==> src/rtl/init_pulse_pkg.sv <==
package init_pulse_pkg;
  localparam int unsigned REG_W        = 8;
  localparam int unsigned CPU_RST_BIT  = 2;
  localparam int unsigned FULL_RST_BIT = 1;
  localparam int unsigned FAST_BIT     = 0;

  typedef struct packed {
    logic rstctl;
    logic shutdown;
    logic ext_req;
    logic fast;
  } trig_t;
endpackage

==> src/rtl/init_rstctl_edge.sv <==
module init_rstctl_edge
  import init_pulse_pkg::*;
(
  input  logic             clk_i,
  input  logic             rst_ni,
  input  logic             we_i,
  input  logic [REG_W-1:0] data_i,
  output logic             cpu_bit_q_o,
  output logic             trig_o
);
  logic cpu_bit_q;

  always_ff @(posedge clk_i or negedge rst_ni) begin
    if (!rst_ni)   cpu_bit_q <= 1'b0;
    else if (we_i) cpu_bit_q <= data_i[CPU_RST_BIT];
  end

  assign trig_o = we_i && data_i[CPU_RST_BIT] && !data_i[FULL_RST_BIT] && !cpu_bit_q;
  assign cpu_bit_q_o = cpu_bit_q;
endmodule

==> src/rtl/init_ext_sync.sv <==
module init_ext_sync #(
  parameter int unsigned STAGES = 2
) (
  input  logic clk_i,
  input  logic rst_ni,
  input  logic req_ni,
  output logic fall_o
);
  logic [STAGES:0] sync_q;

  always_ff @(posedge clk_i or negedge rst_ni) begin
    if (!rst_ni) sync_q[0] <= 1'b1;
    else         sync_q[0] <= req_ni;
  end

  for (genvar g = 1; g <= STAGES; g++) begin : g_stage
    always_ff @(posedge clk_i or negedge rst_ni) begin
      if (!rst_ni) sync_q[g] <= 1'b1;
      else         sync_q[g] <= sync_q[g-1];
    end
  end

  // last stage holds the previous synchronized value
  assign fall_o = !sync_q[STAGES-1] && sync_q[STAGES];
endmodule

==> src/rtl/init_pulse_timer.sv <==
module init_pulse_timer #(
  parameter int unsigned PULSE_CYCLES = 64
) (
  input  logic clk_i,
  input  logic rst_ni,
  input  logic start_i,
  output logic active_o
);
  localparam int unsigned CNT_W = (PULSE_CYCLES > 1) ? $clog2(PULSE_CYCLES) : 1;
  localparam logic [CNT_W-1:0] CNT_LAST = CNT_W'(PULSE_CYCLES - 1);

  logic             active_q;
  logic [CNT_W-1:0] cnt_q;

  always_ff @(posedge clk_i or negedge rst_ni) begin
    if (!rst_ni) begin
      active_q <= 1'b0;
      cnt_q    <= '0;
    end else if (active_q) begin
      if (cnt_q == '0) active_q <= 1'b0;
      else             cnt_q    <= cnt_q - 1'b1;
    end else if (start_i) begin
      active_q <= 1'b1;
      cnt_q    <= CNT_LAST;
    end
  end

  assign active_o = active_q;
endmodule

==> src/rtl/init_pulse_gen.sv <==
module init_pulse_gen
  import init_pulse_pkg::*;
#(
  parameter int unsigned PULSE_CYCLES = 64,
  parameter int unsigned SYNC_STAGES  = 2
) (
  input  logic             clk_i,
  input  logic             rst_ni,
  input  logic             strap_active_high_i,
  input  logic             rstctl_we_i,
  input  logic [REG_W-1:0] rstctl_data_i,
  input  logic             shutdown_i,
  input  logic             ext_rst_req_ni,
  input  logic             fast_we_i,
  input  logic [REG_W-1:0] fast_data_i,
  output logic             init_o
);
  trig_t trig;
  logic  cpu_bit_q;
  logic  start;
  logic  active;

  init_rstctl_edge u_rstctl (
    .clk_i       (clk_i),
    .rst_ni      (rst_ni),
    .we_i        (rstctl_we_i),
    .data_i      (rstctl_data_i),
    .cpu_bit_q_o (cpu_bit_q),
    .trig_o      (trig.rstctl)
  );

  init_ext_sync #(.STAGES(SYNC_STAGES)) u_ext (
    .clk_i  (clk_i),
    .rst_ni (rst_ni),
    .req_ni (ext_rst_req_ni),
    .fall_o (trig.ext_req)
  );

  assign trig.shutdown = shutdown_i;
  assign trig.fast     = fast_we_i && fast_data_i[FAST_BIT];
  assign start         = |trig;

  init_pulse_timer #(.PULSE_CYCLES(PULSE_CYCLES)) u_timer (
    .clk_i    (clk_i),
    .rst_ni   (rst_ni),
    .start_i  (start),
    .active_o (active)
  );

  assign init_o = strap_active_high_i ? active : !active;
endmodule

==> config.mk <==
export PLATFORM = sky130hd
export DESIGN_NAME = init_pulse_gen
export DESIGN_NICKNAME = d
export VERILOG_FILES = /design/src/rtl/init_pulse_pkg.sv /design/src/rtl/init_rstctl_edge.sv /design/src/rtl/init_ext_sync.sv /design/src/rtl/init_pulse_timer.sv /design/src/rtl/init_pulse_gen.sv
export SDC_FILE = /design/constraint.sdc
export NUM_CORES = 1
export LEC_CHECK = 0
export CORE_MARGIN = 5
export CORE_UTILIZATION = 39
export DETAILED_ROUTE_END_ITERATION = 7
export HOLD_SLACK_MARGIN = 0.1
export PLACE_DENSITY = 0.75
export REMOVE_ABC_BUFFERS = 1
export SETUP_SLACK_MARGIN = 0.1
export SYNTH_ARGS = -nofsm -noshare
export SYNTH_HDL_FRONTEND = slang
export SYNTH_SLANG_ARGS = --single-unit
==> constraint.sdc <==
create_clock -name clk_i -period 2.4 [get_ports clk_i]
set_clock_uncertainty 0.2 [all_clocks]
set_input_delay 0.48 -clock clk_i [delete_from_list [all_inputs] [get_ports clk_i]]
set_output_delay 0.48 -clock clk_i [all_outputs]
set_load 0.01 [all_outputs]
* Yosys cells after proc, flatten, opt, wreduce, memory -nomap -nowiden
Index checks and enable logic that the tools add are counted.
** Storage, ports and cells
- Register bits after elaboration :: 11
- Bits in latches :: 0
- RAM bits :: 0
- Memory bits (read-only) :: 0
- Input port bits :: 23
- Output and inout bits :: 1
- Logic and storage cells :: 28
- Memories :: 0
** Operators by class
- Add/subtract/negate cells :: 1
- Multiply operators :: 0
- Div/mod/pow operators :: 0
- Order comparisons :: 0
- Equality and inequality tests :: 1
- Shifts and indexed selects :: 0
- Muxes and demuxes :: 7
- Bitwise logic cells :: 0
- Reduce and logical (&&, ||, !) cells :: 13
** Operator list (count)
- 6-bit 2-to-1 mux :: 3
- 6-bit zero test :: 1
- 6-bit by 1-bit subtractor with 6-bit output, second input constant :: 1
- 1-bit logical AND :: 5
- 1-bit zero test :: 4
- 1-bit 2-to-1 mux :: 4
- 4-bit OR reduction :: 1
- 2-bit != test, second input constant :: 1
- 2-bit AND reduction :: 1
- 2-bit nonzero test :: 1

* Longest topological paths before layout
Gate-level depths: netlist of the first run.
- Depth in word-level cells :: 6
- Depth in mapped cells :: 6

* Cells and area by module
From an unflattened synthesis of the first run, not the netlist that was laid out.
** Unflattened totals
- Cells, all modules :: 51
- Area total of the unflattened synthesis :: 578.1 µm²
** Modules (own cells, without submodules)
- init_pulse_timer :: instances 1, cells an instance 42, area each 412.9 µm², sequential area each 175.2 µm²
- init_ext_sync :: instances 1, cells an instance 4, area each 92.6 µm², sequential area each 78.8 µm²
- init_rstctl_edge :: instances 1, cells an instance 3, area each 52.6 µm², sequential area each 25.0 µm²
- init_pulse_gen :: instances 1, cells an instance 2, area each 20.0 µm², sequential area each 0.0 µm²

* Worst setup path before layout of the first run
No wires, ideal clock.
- Path kind :: reg2reg
- Start point :: register u_timer.cnt_q[0]
- End point :: register u_timer.cnt_q[2]
- Setup time :: 0.083 ns
- Data arrival time :: 1.376 ns
- Slack :: 0.741 ns
- Stages on the path, launching flop included :: 7
- Clock period less this slack :: 1.659 ns
- Cells stage by stage :: dfrtp_1 > inv_1 > ha_1 > or2b_1 > and2b_1 > o31a_2 > o21ai_0
** On the way
- Longest elaborated chain between the ends :: 3
** RTL lines
- start, declared :: line init_pulse_timer.sv:13 : logic [CNT_W-1:0] cnt_q;
- start signal, assigned :: line init_pulse_timer.sv:21 : else cnt_q <= cnt_q - 1'b1;
- 6-bit by 1-bit subtractor with 6-bit output or 6-bit zero test (tied branches) :: line init_pulse_timer.sv:21, init_pulse_timer.sv:20
- 6-bit 2-to-1 mux or 2-bit != test (tied branches)
- 6-bit 2-to-1 mux or 2-bit AND reduction (tied branches)
Parallel ways exist; a longest one is shown, timed or not. The select of a mux whose other input is x is not followed.
A chain may end at the register's enable or synchronous reset.

* Final worst setup path of the first run
- Start point :: input strap_active_high_i
- End point :: output init_o
** On the way
- Longest elaborated chain between the ends :: 1
** RTL lines
- start, declared :: line init_pulse_gen.sv:9 : input logic strap_active_high_i,
- 1-bit 2-to-1 mux :: line init_pulse_gen.sv:50 : assign init_o = strap_active_high_i ? active : !active;
- end, declared :: line init_pulse_gen.sv:16 : output logic init_o
Every way passes these cells.

==> results of run 1 <==
==> cell families (layout without fill, tap and decap cells) <==
| family | Yosys count | in the layout | share of synthesized area, % |
|---|---|---|---|
| adder cells (fa/ha/maj) | 2 | 2 | 4.60 |
| flip-flops | 11 | 11 | 51.3 |
| AO/OA/AOI/OAI | 14 | 14 | 17.7 |
| AND/OR/NAND/NOR | 13 | 13 | 17.0 |
| multiplexers | 1 | 1 | 2.07 |
| XOR/XNOR | 2 | 2 | 3.22 |
| buffers and inverters | 4 | 17 | 4.14 |
==> metal layers <==
layer	GRT usage, %	vias up	share of wire (%)
met5	0	-	0
met4	3.31	0	0
met3	4.60	0	6.4
met2	20.1	11	49
met1	11.2	190	44
li1	-	201	-
==> area by class of cell <==
cell class | instances | share of cell area [%]
sequential | 11 | 41.2
tap | 15 | 2.77
timing repair buffer | 10 | 14.6
inverter | 3 | 1.66
clock buffer | 4 | 3.88
multi-input combinational | 32 | 35.9
==> flip-flops by register name (all words and copies together) (netlist names) <==
register              flops
u_ext.sync_q              3
u_timer.active_o          1
u_rstctl.cpu_bit_q_o      1
u_timer.cnt_q             6
==> power by group through the flow <==
stage	Clock [mW]	Sequential (mW)	Combinational, mW
3_3_place_gp	0	0.299	0.216
3_5_place_dp	0	0.301	0.222
2_1_floorplan	0	0.288	0.171
5_1_grt	0.140	0.308	0.249
4_1_cts	0.128	0.298	0.221
6_report	0.124	0.298	0.218
==> what timing repair did <==
item | CTS | global route
gates resized for setup | 1 | 0
buffers inserted | 0 | 0
endpoints found under the setup margin | 1 | 0
==> placed cells by master, fill, tap and decap left out, types with 2 or more instances in the layout <==
| master | count |
|---|---|
| nand3_1 | 3 |
| o21ai_0 | 3 |
| nor2b_1 | 2 |
| clkbuf_4 | 3 |
| ha_1 | 2 |
| clkdlybuf4s50_1 | 9 |
| dfrtp_1 | 8 |
| dfstp_2 | 3 |
| a21oi_1 | 3 |
| inv_1 | 3 |
==> through the flow <==
stage	area, um^2	setup slack, ps
finish	677	367
global route	677	334
CTS	677	354
detailed placement	652	81.6
global placement	652	109
floorplan	533	741
==> worst paths after layout <==
check	slack, ps	cells after the start	start	endpoint
worst min-delay path	150	0	u_ext.sync_q[0]	u_ext.sync_q[1]
max in group asynchronous	1300	1	rst_ni	u_ext.sync_q[1]
min in group asynchronous	340	1	rst_ni	u_timer.cnt_q[3]
worst max-delay path	370	3	strap_active_high_i	init_o
worst max register to register	580	6	u_timer.cnt_q[0]	u_timer.cnt_q[1]
worst min register to register	150	0	u_ext.sync_q[0]	u_ext.sync_q[1]
==> worst max-delay path, stage by stage <==
cell and delay (ps):
clkdlybuf4s50_1 470, xnor2_1 120, dlygate4sd2_1 280
==> flow_summary.yaml, run 1 <==
timing:
  period_share_pct: 84.7
  slew_viol_final: 0
  setup_violations: 0
  relSlewSlack_pct: 67.3
  rsz0062_at_grt: "no"
  period_needed_ps: 2030
  finalHoldViolCount: 0
  fin_setup_tns_ps: 0
  fmax_mhz: 492
  whs_ps: 155
  tightestPinTransition_ps: 489
clock_network:
  clk_pin_slew_ps: 60
  cts_buffers: 3
  clkLatencyLatePin_ps: 260
  cts_tree: "done"
  cts_buffer_depth: 2
  cts_num_sinks: 11
  cts-root-buf: "clkbuf_4"
  htreeDepth: 1
  ctsHoldBuffers: 0
critical_path:
  crit_required_ps: 1720
  critical_path_class: "primary input to output pin"
  worstPathArrival_ps: 1350
  endpoint_kind: "output pin"
  worstPathMaxFanout: 1
  worst_setup_path_start_kind: "primary input"
floorplanning:
  rows: 13
  die-area_um2: 2240
  core_area_um2: 1320
  ioPinCount: 24
  die_w_um: 47.4
  die_h_um: 47.4
  start_util_pct: 41.3
logic_synthesis:
  syn_inst: 47
  yosys.area.top_type: "dfrtp_1"
  yosysMostFrequentCell: "dfrtp_1"
  syn_area_um2: 544
  synth_flop_cell: "dfrtp_1"
  synth-edff-count: 0
  yosys.area.top_type_share_pct: 36.8
  ys_async_sr_fraction_pct: 100
  synth.distinct_cells: 28
  ys_seq_area_share_pct: 51.3
  yosys_warnings: 0
  avgSynthCellArea_um2: 11.6
  synthTopCellsByArea: "dfrtp_1, dfstp_2, ha_1"
  ys_ff_latch: 11
worst_hold_path:
  min_path_type: "register to register"
placed_design:
  portBuffers: 10
  gp_congestion: 0.713
  dp_hpwl_um: 777
  dp_cells: 71
power_and_ir_drop:
  pwr-share-clk_pct: 19.3
  combPwrFrac_pct: 34.1
  switching_share_pct: 33.4
  p_int_uw: 426
  vdd_drop_max_mv: 0.456
  power_uw: 640
  leakagePower_nw: 0.272
  power.switching_uw: 214
  power.density_nw_per_um2: 945
  sequentialPowerShare_pct: 46.6
cells_and_area:
  antennaDiodeCount: 0
  final_nets: 86
  register_area_um2: 279
  fin_cells: 75
  drive_gt1_share_pct: 16.7
  syn2layout_area_growth_pct: 24.4
  multi_input_area_um2: 243
  fin_util_pct: 51.4
  fillers: 119
global_routing:
  grt_pass1_wl_um: 1680
  grt_pass1_vias: 431
  grt_max_degree: 12
  overflow: 0
  grt_usage_pct: 11.0
  grt_antenna_before_repair: 0
routing:
  drtIter0Drc: 5
  routed-via-count: 402
  ant_nets: 0
  first_pass_iters: 2
  drc: 0
  viasPerCell: 5.36
  wl_per_cell_um: 13.2
  wl_um: 988
job:
  cap_violations: 0
outcome:
  outcome: "finished, final reports clean"
(Power assumes the default switching activity.)
==> run 2, diff against run 1 <==
CORE_UTILIZATION = 35   (was 39)
PLACE_DENSITY = 0.71   (was 0.75)
clock period = 1.81 ns   (was 2.4 ns; I/O delays follow)
==> run 2 against run 1 <==
Effect of this change:
- power is 63% higher
- first-iteration DRC count is 40% lower
- sequential share of layout area is 5.9 points lower
- critical path depth is 3 higher
- die area is 9.0% higher
- non-clock buffer count is 11 higher
- register-to-register slack worse by 440 ps
- routed wire length is 14% higher
- worst setup slack worse by 230 ps
- combinational power is 120% higher
- core utilization is 1.7 points higher
- critical endpoint is now u_timer.cnt_q[2]
- highest routed layer is now met4
==> flow_summary.yaml, run 2 (synthesis results as in run 1) <==
timing:
  rsz0062_at_grt: "yes"
  period_needed_ps: 1670
  tightestPinTransition_ps: 479
  setup_violations: 0
  slew_viol_final: 0
  period_share_pct: 92.3
  finalHoldViolCount: 0
  relSlewSlack_pct: 68.0
  fmax_mhz: 598
routing:
  drc: 0
  drtIter0Drc: 3
  routed-via-count: 452
  first_pass_iters: 2
  viasPerCell: 5.20
  ant_nets: 0
  wl_um: 1130
  wl_per_cell_um: 12.9
cells_and_area:
  largest_register: "u_timer.cnt_q"
  mostFrequentLayoutCells: "buf_4, dfrtp_1, clkdlybuf4s50_1"
  reg_top3: "u_timer.cnt_q (6), u_ext.sync_q (3)"
  final_nets: 97
  drive_gt1_share_pct: 42.3
  antennaDiodeCount: 0
  fillers: 126
  syn2layout_area_growth_pct: 45.3
  largest_reg_flops: 6
  fin_util_pct: 53.1
  post-route-cell-area_um2: 791
  final_common_cell: "buf_4"
job:
  cap_violations: 0
floorplanning:
  rows: 14
  die-area_um2: 2440
  die_w_um: 49.4
  core_area_um2: 1490
  ioPinCount: 24
  die_h_um: 49.4
  start_util_pct: 36.6
power_and_ir_drop:
  vdd_drop_max_mv: 0.686
  power.density_nw_per_um2: 1320
  leakagePower_nw: 0.342
critical_path:
  worstPathMaxFanout: 5
  worstPathArrival_ps: 1670
  crit_required_ps: 1810
  endpoint_kind: "register"
  critical_path_class: "register to register"
  worst_setup_path_start_kind: "register"
clock_network:
  ctsHoldBuffers: 0
  cts_buffers: 3
  cts_tree: "done"
  clk_pin_slew_ps: 70
  cts_buffer_depth: 2
  cts_num_sinks: 11
  clkLatencyLatePin_ps: 270
  htreeDepth: 1
  cts-root-buf: "clkbuf_4"
global_routing:
  grt_max_degree: 12
  overflow: 0
  grt_pass1_wl_um: 1690
  grt_usage_pct: 9.47
  grt_antenna_before_repair: 0
  grt_pass1_vias: 398
worst_hold_path:
  min_path_type: "register to register"
placed_design:
  dp_hpwl_um: 783
  portBuffers: 10
  placed_cell_area_um2: 691
  gp_congestion: 0.806
outcome:
  outcome: "finished, final reports clean"
[run 2: cell count changes in the layout (fill, tap and decap cells not counted), sizes merged]
| cell | change |
|---|---|
| buf | +12 |
| clkdlybuf4s50 | -2 |
| dlygate4sd2 | -1 |
| dlymetal6s2s | +2 |
[run 2: report_power, final]
part,total (mW),switching (mW),internal (mW)
registers,0.389,0.0600,0.329
clock network,0.170,0.0842,0.0854
logic,0.483,0.203,0.280
total,1.04,0.347,0.694
[run 2: critical path, stage by stage (launching register included)]
cell     delay [ps]
dfrtp_1         370
inv_2            60
ha_4            140
or2b_1          170
and2b_2         260
o31a_2          290
o21ai_2         100
[run 2: path summary, 6_finish.rpt]
| path | startpoint | to | slack [ps] | depth (start not counted) |
|---|---|---|---|---|
| max | u_timer.cnt_q[1] | u_timer.cnt_q[2] | 140 | 6 |
| max reg2reg | u_timer.cnt_q[1] | u_timer.cnt_q[2] | 140 | 6 |
| min in group asynchronous | rst_ni | u_timer.cnt_q[5] | 210 | 1 |
| min | u_ext.sync_q[0] | u_ext.sync_q[1] | 160 | 0 |
| min reg2reg | u_ext.sync_q[0] | u_ext.sync_q[1] | 160 | 0 |
| max in group asynchronous | rst_ni | u_ext.sync_q[0] | 850 | 1 |
[run 2: cell type report]
type / count / area, um^2 / area share, %
repair buffers: 21 / 183 / 23.1
well taps: 16 / 20.0 / 2.53
clock buffers: 4 / 26.3 / 3.32
inverters: 3 / 11.3 / 1.42
multi-input cells: 32 / 272 / 34.3
flip-flops and latches: 11 / 279 / 35.3
[run 2: per-layer routing]
metal	share of wire [%]	routed length, um	global-route usage, %
met1	44	491	11.5
met2	48	540	12.2
met3	4.6	52	2.75
met4	3.6	40	10.5
met5	0	0	0
[run 2: what timing repair did]
action	4_1_cts	5_1_grt
pin swaps	0	5
setup endpoints to repair	2	6
buffers inserted	2	4
gates resized for setup	6	10
[run 2: through the flow]
step	setup TNS [ps]	cells	hold slack, ps	worst slack, ps	total power [mW]
2_1_floorplan	0	46	-134	151	0.608
6_report	0	87	156	139	1.04
3_3_place_gp	-868	77	146	-244	0.729
5_1_grt	0	87	159	80.3	1.12
4_1_cts	0	83	157	128	0.947
3_5_place_dp	-931	77	147	-250	0.745
==> run 3, diff against run 2 <==
HOLD_SLACK_MARGIN = 0.12   (was 0.1)
==> results of run 3 <==
Same layout as run 2: the final DEF is identical, and so are final timing and power.
